--- src/rtl/nextpc_pkg.sv ---
package nextpc_pkg;
  typedef enum logic [3:0] {
    OP_NONE = 4'd0,
    OP_BEQ  = 4'd1,
    OP_BNE  = 4'd2,
    OP_BGTZ = 4'd3,
    OP_BGEZ = 4'd4,
    OP_BLEZ = 4'd5,
    OP_BLTZ = 4'd6,
    OP_BEQL = 4'd7,
    OP_J    = 4'd8,
    OP_JAL  = 4'd9,
    OP_JR   = 4'd10,
    OP_JALR = 4'd11
  } br_op_e;
endpackage

--- src/rtl/branch_cond.sv ---
module branch_cond
  import nextpc_pkg::*;
#(
  parameter int XLEN = 32
) (
  input  br_op_e            op,
  input  logic [XLEN-1:0]   a,
  input  logic [XLEN-1:0]   b,
  output logic              take
);
  logic a_neg, a_zero, a_eq_b;

  always_comb begin
    a_neg  = a[XLEN-1];
    a_zero = (a == '0);
    a_eq_b = (a == b);
    case (op)
      OP_BEQ, OP_BEQL:                 take = a_eq_b;
      OP_BNE:                          take = !a_eq_b;
      OP_BGTZ:                         take = !a_neg && !a_zero;
      OP_BGEZ:                         take = !a_neg;
      OP_BLEZ:                         take = a_neg || a_zero;
      OP_BLTZ:                         take = a_neg;
      OP_J, OP_JAL, OP_JR, OP_JALR:    take = 1'b1;
      default:                         take = 1'b0;
    endcase
  end
endmodule

--- src/rtl/target_gen.sv ---
module target_gen
  import nextpc_pkg::*;
#(
  parameter int AW = 32
) (
  input  br_op_e          op,
  input  logic [AW-1:0]   pc,
  input  logic [15:0]     off,
  input  logic [25:0]     idx,
  input  logic [AW-1:0]   reg_tgt,
  output logic [AW-1:0]   tgt,
  output logic [AW-1:0]   ret_addr
);
  localparam int REGION = 28;
  localparam int EXT    = AW - 18;

  logic [AW-1:0] slot_pc, off_ext, br_tgt, j_tgt;

  always_comb begin
    slot_pc  = pc + AW'(4);
    ret_addr = pc + AW'(8);
    off_ext  = {{EXT{off[15]}}, off, 2'b00};
    br_tgt   = slot_pc + off_ext;
    j_tgt    = {slot_pc[AW-1:REGION], idx, 2'b00};
    case (op)
      OP_J, OP_JAL:   tgt = j_tgt;
      OP_JR, OP_JALR: tgt = reg_tgt;
      default:        tgt = br_tgt;
    endcase
  end
endmodule

--- src/rtl/nextpc_unit.sv ---
module nextpc_unit
  import nextpc_pkg::*;
#(
  parameter int          XLEN     = 32,
  parameter int          AW       = 32,
  parameter int          SYNC     = 2,
  parameter logic [31:0] RESET_PC = 32'h0000_0100
) (
  input  logic            clk,
  input  logic            rst_n,
  input  logic            advance,
  input  logic            dec_valid,
  input  logic [3:0]      dec_op,
  input  logic [XLEN-1:0] opa,
  input  logic [XLEN-1:0] opb,
  input  logic [15:0]     br_off,
  input  logic [25:0]     jmp_idx,
  input  logic [AW-1:0]   jmp_reg,
  input  logic [AW-1:0]   dec_pc,
  output logic [AW-1:0]   fetch_pc,
  output logic            taken,
  output logic            link_we,
  output logic [AW-1:0]   link_val,
  output logic            annul
);
  localparam logic [AW-1:0] PC_INIT = AW'(RESET_PC);

  logic [SYNC-1:0] rst_pipe;
  logic            rst_q_n;
  br_op_e          op;
  logic            cond_take;
  logic [AW-1:0]   tgt;
  logic [AW-1:0]   fpc_d;
  logic            annul_d;

  always_ff @(posedge clk or negedge rst_n) begin
    if (!rst_n) rst_pipe <= '0;
    else        rst_pipe <= {rst_pipe[SYNC-2:0], 1'b1};
  end
  assign rst_q_n = rst_pipe[SYNC-1];

  assign op = br_op_e'(dec_op);

  branch_cond #(.XLEN(XLEN)) u_cond (
    .op   (op),
    .a    (opa),
    .b    (opb),
    .take (cond_take)
  );

  target_gen #(.AW(AW)) u_tgt (
    .op       (op),
    .pc       (dec_pc),
    .off      (br_off),
    .idx      (jmp_idx),
    .reg_tgt  (jmp_reg),
    .tgt      (tgt),
    .ret_addr (link_val)
  );

  always_comb begin
    taken   = dec_valid && cond_take;
    link_we = dec_valid && ((op == OP_JAL) || (op == OP_JALR));
    fpc_d   = taken ? tgt : (fetch_pc + AW'(4));
    annul_d = dec_valid && (op == OP_BEQL) && !cond_take;
  end

  always_ff @(posedge clk or negedge rst_q_n) begin
    if (!rst_q_n) begin
      fetch_pc <= PC_INIT;
      annul    <= 1'b0;
    end else if (advance) begin
      fetch_pc <= fpc_d;
      annul    <= annul_d;
    end
  end
endmodule

--- config.mk ---
export PLATFORM = sky130hd
export DESIGN_NAME = nextpc_unit
export DESIGN_NICKNAME = d
export VERILOG_FILES = /design/src/rtl/nextpc_pkg.sv /design/src/rtl/branch_cond.sv /design/src/rtl/target_gen.sv /design/src/rtl/nextpc_unit.sv
export SDC_FILE = /design/constraint.sdc
export NUM_CORES = 1
export LEC_CHECK = 0
export ABC_AREA = 0
export BUFFER_PORTS_ARGS = -buffer_cell sky130_fd_sc_hd__buf_2
export CORE_UTILIZATION = 29
export CTS_BUF_LIST = sky130_fd_sc_hd__clkbuf_8 sky130_fd_sc_hd__clkbuf_16
export CTS_CLUSTER_DIAMETER = 50
export CTS_CLUSTER_SIZE = 25
export DETAILED_ROUTE_END_ITERATION = 10
export HOLD_SLACK_MARGIN = 0.03
export PLACE_DENSITY_LB_ADDON = 0.15
export SLEW_MARGIN = 20
export SYNTH_ARGS = -nofsm -noshare
export SYNTH_HDL_FRONTEND = slang
export SYNTH_SLANG_ARGS = --single-unit
--- constraint.sdc ---
create_clock -name clk -period 4.2 [get_ports clk]
set_input_delay 0.63 -clock clk [delete_from_list [all_inputs] [get_ports clk]]
set_output_delay 0.63 -clock clk [all_outputs]
set_load 0.01 [all_outputs]
Word level (Yosys, flattened, before mapping) --
Index checks and enable logic that the tools add are counted.
Operators by class: multiplexer cells 3, equal/unequal tests 12, reductions and logical operators 16, $add $sub $neg 4
Operator list (number):
- $add 32x3->32 const B | 2
- $pmux 32 s2 | 1
- $add 32x32->32 | 1
- $add 32x4->32 const B | 1
- $eq 32x32->1 | 1
- $logic_not 32->1 | 1
- $mux 32 | 1
- $eq 4x3->1 const B | 4
- $eq 4x4->1 const B | 4
- $eq 4x2->1 const B | 2
- $pmux 1 s7 | 1
- $reduce_or 2->1 | 3
- $logic_and 1x1->1 | 5
- $eq 4x1->1 const B | 1
- $logic_not 1->1 | 4
- $reduce_or 4->1 | 1
- $logic_or 1x1->1 | 2
Storage, ports and cells: input port bits 178, output and inout bits 67, bits in registers 35

Logic depth before layout (Yosys ltp) --
Gate-level depths: netlist of run 1.
depth after elaboration 6, mapped depth 18, gate-level depth less buffers 18

Cells and area by module --
From an unflattened synthesis of run 1, not the netlist that was laid out.
Unflattened totals: cell total of the unflattened synthesis 799, area total of the unflattened synthesis 5933.2 um^2
By module, submodules not included:
- target_gen | cells each 480, area an instance 3256.9 um^2, instances 1
- nextpc_unit | cells each 252, area an instance 2148.3 um^2, instances 1
- branch_cond | cells each 67, area an instance 528.0 um^2, instances 1

Worst setup path after synthesis of run 1 --
No wires, ideal clock.
path type input to register, from input dec_pc[3], to register fetch_pc[26], data arrival time 3657 ps, stages 18, slack 422 ps, path buffers 0, setup time 120 ps, data required time 4080 ps, path through ha_1 > nand3_1 > nor2_1 > nand3_1 > nor2_1 > nand3_1 > nor2_1 > nand2_1 > xnor2_1 > ha_1 > nand2_1 > nor2_1 > a211oi_1 > a21oi_1 > a311o_1 > o21ai_0 > nand4b_1 > o211a_1
On the way: cells in the longest elaborated chain, start to end 4
Ends and longest elaborated chain:
- start, declared | line nextpc_unit.sv:19 | input logic [AW-1:0] dec_pc,
- $add 32x3->32 | line target_gen.sv:20 | slot_pc = pc + AW'(4);
- $add 32x32->32 | line target_gen.sv:23 | br_tgt = slot_pc + off_ext;
- $pmux 32 s2 | line target_gen.sv:25 | case (op)
- $mux 32 | line nextpc_unit.sv:64 | fpc_d = taken ? tgt : (fetch_pc + AW'(4));
- end signal, assigned | line nextpc_unit.sv:73 | fetch_pc <= fpc_d;
- end, declared | line nextpc_unit.sv:20 | output logic [AW-1:0] fetch_pc,
No other way between the ends. A chain may end at the register's enable or synchronous reset.

Final worst setup path of run 1 --
Same ends and word-level chain as after synthesis.

==> key figures, run 1 <==
Pwr
  – Max IR drop VDD: 0.138 mV
  – Pwr dens: 261 nW/µm²
  – Leakage: 3.43 nW

Timing
  – Final setup viols: 0
  – Setup TNS: 0 ns
  – Fmax: 260 MHz
  – Hold Slack: 0.118 ns
  – Fin crit period: 3.85 ns
  – Hold violation count in the final report: 0
  – Max Slew Vio Count: 0
  – RSZ-0062 raised after global routing: no
  – Max_slew headroom: 0.517
  – Fin crit share: 0.917
  – Worst slew pin tran: 0.723 ns
  – Clock Skew: 0.00369 ns

Setup path
  – Worst-path maximum fanout: 7
  – Slowest cell on crit path: a311o_1
  – Crit. End Element: flop
  – Worst reg2reg setup slack: 1.84 ns
  – Most frequent cell on the critical path: nor2_1
  – Buf+Inv Stages, Crit Path: 1
  – Worst Reg-to-Reg Cells: 8
  – CP Class: in2reg
  – WP depth: 19
  – Crit path cell chain: buf_2 -> ha_1 -> nand3_1 -> nor2_1 -> nand3_1 -> nor2_1 -> nand3_1 -> nor2_1 -> nand2_1 -> xnor2_1 -> ha_1 -> nand2_1 -> nor2_1 -> a211oi_1 -> a21oi_1 -> a311o_1 -> o21ai_0 -> nand4b_1 -> o211a_1
  – Req. time, crit path: 4.37 ns
  – Crit-path leading delay family: simple AND/OR/NAND/NOR gates
  – Crit start category: input pin
  – Crit-path max cell delay: 0.32 ns
  – Arr. time, crit path: 4.02 ns

GRT
  – GR Util met3: 0.0202
  – GR Util met1: 0.260
  – Initial antenna violation count: 0
  – Total track usage: 0.199
  – Number of global-route vias before repair: 6209
  – GR peak layer: met2
  – Global-route wire length before repair: 32000 µm
  – GRT overflow: 0
  – Met2 usage: 0.345
  – Largest net degree at the start of global routing: 39

Placed design
  – Port Buf Inserts: 244
  – GP Congestion: 0.896
  – Detailed Place HPWL: 16800 µm

Final layout
  – FF+latch area: 877 µm²
  – Share of post-route cells with drive strength above 1: 0.283
  – Multi-input gate area: 4620 µm²
  – Area growth syn-to-layout: 29.8%
  – Fin nets: 1235
  – Fillers: 2124
  – Number of diodes: 0

Logic synthesis
  – Mapped Cells: 787
  – Syn Nets: 1002
  – Yosys reg bits: 35
  – Top cells by area, synth: dfrtp_1, xor2_1, xnor2_1
  – Sequential fraction of the synthesis area: 0.153
  – Syn Std Cell Area: 5730 µm²
  – EDFF count, synth: 0
  – Total of warnings raised by yosys: 0
  – Share of the synthesized area in the top cell type: 0.148
  – Cell taking the most area after synthesis: dfrtp_1
  – Synth unique cells: 67
  – Syn_area_per_cell: 7.28 µm²
  – Synth Flop Type: dfrtp_1
  – Async S/R FF share, synth: 1.00
  – Top cell types by occurrence after synthesis: nand2_1, nor2_1, xor2_1
  – Cell with the most instances after synthesis: nand2_1

Clocking
  – CTS sink cnt: 35
  – Cts repair resizes: 0
  – Clk_lat worst skew: 0.28 ns
  – Clock-pin slew on the worst setup and hold paths: 0.06 ns
  – CTS Buffer Depth: 2
  – Root buf cell: clkbuf_16
  – CTS tree: yes
  – CTS HTree Levels: 2
  – Hold-fix buffers, CTS: 0
  – Num CTS Buffers: 5
  – Setup Buffers After CTS: 0

Status
  – Outcome: complete, no violations

Hold path
  – Worst Hold Class: in2async

Floorplan
  – Die area: 20300 µm²
  – Core Footprint: 19400 µm²
  – Ports: 245
  – Starting Density: 0.295
  – Die Wd: 143 µm
  – Row count: 51
  – Die Y: 143 µm

Drt
  – Post-Route WL: 20500 µm
  – Antenna Nets Post-Route: 0
  – DRC viols: 0
  – Iter 0 DRT Violations: 413
  – DR pass1 iterations: 7
  – Wire per inst: 15.9 µm
  – Avg Vias per Cell: 5.06
  – Via count: 6506

Run
  – Max Cap Viol: 0
==> placed cells by master (no fill, tap or decap), types with 20 or more instances in the layout <==
cell type and count:
buf_4 20, buf_2 244, nand4_1 27, ha_1 36, a21oi_1 61, xor2_1 62, inv_1 20, mux2i_1 27
nor2_1 71, nand2_1 74, and3_1 22, nand3_1 49, o21ai_0 47, dfrtp_1 34, xnor2_1 52, nor4_1 21
==> power breakdown <==
group	total [mW]	leakage [nW]	switching, mW	internal, mW
Sequential	0.561	0.411	0.129	0.432
Clock	0.401	0.0761	0.148	0.252
Combinational	0.980	2.95	0.556	0.424
==> metal layers <==
layer  up-vias  wire [µm]
met5         -          0
met4         0        390
met3        23       1080
met2       222       9420
met1      2895       9590
li1       3366          -
==> final timing paths <==
kind | to | start
setup / recovery | fetch_pc[26]$_DFFE_PN0P_ | dec_pc[3]
hold / removal | rst_pipe[1]$_DFF_PN0_ | rst_n
setup reg to reg | fetch_pc[24]$_DFFE_PN0P_ | fetch_pc[2]$_DFFE_PN0P_
hold reg to reg | annul$_DFFE_PN0P_ | rst_pipe[1]$_DFF_PN0_
max in group asynchronous | fetch_pc[8]$_DFFE_PN1P_ | rst_pipe[1]$_DFF_PN0_
min in group clk | rst_pipe[1]$_DFF_PN0_ | rst_pipe[0]$_DFF_PN0_
==> per-stage QoR <==
step / utilization / std cells / power, mW / setup slack [ns] / cell area [µm²]
after global placement: 0.375 / 1278 / 1.55 / 0.195 / 7280
after CTS: 0.383 / 1286 / 1.96 / 0.368 / 7440
after detailed placement: 0.375 / 1278 / 1.55 / 0.0942 / 7280
final: 0.383 / 1286 / 1.94 / 0.350 / 7440
after floorplan: - / 787 / 1.13 / 0.422 / 5730
after global routing: 0.383 / 1286 / 2.10 / 0.00622 / 7440
==> cell type report <==
class | instances | share of cell area
Multi-Input combinational cell | 694 | 0.622
Sequential cell | 35 | 0.118
Tap cell | 265 | 0.0446
Clock buffer | 7 | 0.0205
Timing Repair Buffer | 264 | 0.184
Clock inverter | 1 | 0.00101
Inverter | 20 | 0.0101
==> flip-flops by register name (all words and copies together) (netlist names) <==
signal / count
fetch_pc: 32
rst_pipe: 2
annul: 1
==> cell families (layout without fill, tap and decap cells) <==
| logic type | after synthesis | count (layout) | share of synthesized area |
|---|---|---|---|
| other cells | 1 | 1 | 0.000654 |
| buf+inv | 58 | 292 | 0.0437 |
| fa+ha+maj | 37 | 37 | 0.0821 |
| xor+xnor | 115 | 115 | 0.177 |
| compound gates | 189 | 189 | 0.210 |
| flops | 35 | 35 | 0.153 |
| mux | 29 | 29 | 0.0511 |
| simple gates | 323 | 323 | 0.282 |
Note: power is estimated with default switching activity, not from simulation.
==> inputs of run 2 (changes only) <==
--- a/config.mk
+++ b/config.mk
@@ -7,7 +7,7 @@
 export LEC_CHECK = 0
 export ABC_AREA = 0
 export BUFFER_PORTS_ARGS = -buffer_cell sky130_fd_sc_hd__buf_2
-export CORE_UTILIZATION = 29
+export CORE_UTILIZATION = 45
 export CTS_BUF_LIST = sky130_fd_sc_hd__clkbuf_8 sky130_fd_sc_hd__clkbuf_16
 export CTS_CLUSTER_DIAMETER = 50
 export CTS_CLUSTER_SIZE = 25
==> run 2 against run 1 <==
Net effect:
- sequential power about the same
- wire length down 6.6%
- register-to-register slack better by 0.02 ns
- critical endpoint is now fetch_pc[27]$_DFFE_PN0P_
- clock skew up 0.0012 ns
==> key figures, run 2 (synthesis results as in run 1) <==
Final layout
  – Share of post-route cells with drive strength above 1: 0.278 (-0.00522)
  – Most flops, register: fetch_pc
  – Max FFs per register: 32 (unchanged)
  – Biggest regs: fetch_pc (32), rst_pipe (2), annul (1)
  – Area growth syn-to-layout: 26.6%
  – Fillers: 1245 (-41%)
  – Final std cells w/o fill: 1184 (-7.9%)
  – Most frequent cells in the layout: buf_2, nand2_1, nor2_1
  – Most common cell after layout, fill and taps aside: buf_2
  – Fin nets: 1229 (-0.49%)
  – Final core utilization: 0.594 (+0.211)

Placed design
  – Detailed Place HPWL: 15600 µm (-7.6%)
  – Number of instances in the placed design: 1175 (-8.1%)
  – Place WS: 0.0735 ns (-0.0207 ns)
  – GP Congestion: 0.921 (+2.9%)
  – Port Buf Inserts: 244 (unchanged)

Timing
  – Max_slew headroom: 0.366 (-0.151)
  – Final setup viols: 0 (unchanged)
  – Fin crit share: 0.911 (-0.00556)
  – Fin worst setup slack: 0.373 ns (+0.0234 ns)
  – Max Slew Vio Count: 0 (unchanged)
  – Fmax: 261 MHz (+0.61%)
  – RSZ-0062 raised after global routing: no
  – Fin crit period: 3.83 ns (-0.0234 ns)
  – Worst slew pin tran: 0.951 ns (+0.228 ns)
  – Clock Skew: 0.00491 ns (+0.00122 ns)
  – Hold violation count in the final report: 0 (unchanged)
  – Setup TNS: 0 ns (unchanged)

Setup path
  – Worst flop-to-flop path endpoint: fetch_pc[26]$_DFFE_PN0P_
  – Crit. End Element: flop
  – CP Class: in2reg
  – Worst setup path startpoint: dec_pc[3]
  – Worst-path maximum fanout: 7 (unchanged)
  – Worst Setup EP: fetch_pc[27]$_DFFE_PN0P_
  – Reg-to-Reg Start: fetch_pc[2]$_DFFE_PN0P_
  – Crit start category: input pin
  – Worst Reg-to-Reg Cells: 9 (+1)
  – Req. time, crit path: 4.35 ns (-0.02 ns)
  – Worst reg2reg setup slack: 1.86 ns (+0.02 ns)
  – Arr. time, crit path: 3.97 ns (-0.05 ns)

Run
  – Max Cap Viol: 0 (unchanged)

Drt
  – Avg Vias per Cell: 5.65 (+12%)
  – Via count: 6692 (+2.9%)
  – Iter 0 DRT Violations: 575 (+39%)
  – Wire per inst: 16.2 µm (+1.5%)
  – DR pass1 iterations: 5 (-2)
  – Antenna Nets Post-Route: 0 (unchanged)
  – DRC viols: 0 (unchanged)
  – Post-Route WL: 19100 µm (-6.6%)

Pwr
  – Pwr Total: 1.89 mW (-2.8%)
  – Comb pwr share: 0.512 (+0.007)
  – Switching Share: 0.436 (+0.00637)
  – Register share of total power: 0.298 (+0.009)
  – Leakage: 3.41 nW (-0.78%)
  – P_sw: 0.822 mW (-1.4%)
  – Pwr dens: 260 nW/µm² (-0.39%)
  – Max IR drop VDD: 0.133 mV (-3.3%)
  – Internal: 1.06 mW (-3.9%)
  – Clock share of power: 0.189 (-0.017)

GRT
  – GRT overflow: 0 (unchanged)
  – Number of global-route vias before repair: 5990 (-3.5%)
  – Global-route wire length before repair: 30400 µm (-4.9%)
  – Total track usage: 0.289 (+0.0905)
  – Largest net degree at the start of global routing: 48 (+23%)
  – GR peak layer: met2
  – GR Util met1: 0.427 (+0.167)
  – GR Util met3: 0.0422 (+0.0220)
  – Met2 usage: 0.437 (+0.0920)
  – Initial antenna violation count: 1 (+1)

Clocking
  – Setup Buffers After CTS: 0 (unchanged)
  – Root buf cell: clkbuf_16
  – CTS tree: yes
  – Cts repair resizes: 0 (unchanged)
  – CTS sink cnt: 35 (unchanged)
  – Num CTS Buffers: 5 (unchanged)
  – Clock-pin slew on the worst setup and hold paths: 0.06 ns (about the same)
  – Clk_lat worst skew: 0.28 ns (about the same)
  – CTS Buffer Depth: 2 (unchanged)
  – Hold-fix buffers, CTS: 0 (unchanged)
  – CTS HTree Levels: 2 (unchanged)

Hold path
  – Worst Hold Class: in2async

Floorplan
  – Ports: 245 (unchanged)
  – Core Footprint: 12200 µm² (-37%)
  – Die area: 13200 µm² (-35%)
  – Die Y: 115 µm (-19%)
  – Starting Density: 0.469 (+0.174)
  – Row count: 40 (-22%)
  – Die Wd: 115 µm (-19%)

Status
  – Outcome: complete, no violations
==> run 2: cell count changes in the layout (fill, tap and decap cells not counted), sizes merged <==
cell      before  now
diode          0    1
inv           20   22
buf          264  258
clkinv         0    1
clkbuf         7    5
clkinvlp       1    0
==> run 2: stage by stage <==
stage | hold slack [ns] | area [µm²]
3_5_place_dp | 0.298 | 7110
4_1_cts | 0.119 | 7250
6_report | 0.119 | 7260
3_3_place_gp | 0.289 | 7110
2_1_floorplan | 0.331 | 5730
5_1_grt | 0.119 | 7260
==> run 2: routing by layer <==
metal	vias to the layer above	routed length [µm]	share of wire
met5	-	0	0
met4	0	333	0.017
met3	30	1300	0.068
met2	249	8260	0.43
met1	3062	9240	0.48
li1	3351	-	-
==> run 2: layout make-up <==
type / instances / area, µm² / share of cell area
multi-input combinational: 694 / 4630 / 0.638
tap: 168 / 210 / 0.0290
timing repair buffer: 258 / 1330 / 0.183
sequential: 35 / 877 / 0.121
clock buffer: 5 / 125 / 0.0172
inverter: 20 / 75.1 / 0.0103
clock inverter: 3 / 12.5 / 0.00172
antenna: 1 / 2.50 / 0.000345
==> run 2: critical path, stage by stage <==
cell and delay, ns:
buf_2 0.15, ha_1 0.24, nand3_1 0.14, nor2_2 0.19, nand3_1 0.16, nor2_1 0.22
nand3_1 0.18, nor2_1 0.18, nand2_1 0.08, xnor2_1 0.21, ha_1 0.33, a21o_1 0.18
a21oi_1 0.25, nand4_1 0.14, nand2_1 0.23, xnor2_1 0.12, a211oi_1 0.27, a211oi_1 0.07
==> run 2: worst min path at each step <==
stage	endpoint	slack, ns
6_report	rst_pipe[0]$_DFF_PN0_	0.12
5_1_grt	rst_pipe[0]$_DFF_PN0_	0.12
4_1_cts	rst_pipe[1]$_DFF_PN0_	0.12
3_5_place_dp	fetch_pc[31]$_DFFE_PN0P_	0.30
3_3_place_gp	fetch_pc[0]$_DFFE_PN0P_	0.29
2_1_floorplan	rst_pipe[0]$_DFF_PN0_	0.33
==> run 2: power by group through the flow <==
stage               clock network, mW  registers, mW  logic, mW
floorplan                           0          0.583      0.547
global placement                    0          0.561      0.948
detailed placement                  0          0.563      0.952
CTS                             0.358          0.558      0.958
global route                    0.370          0.581       1.07
finish                          0.357          0.563      0.967
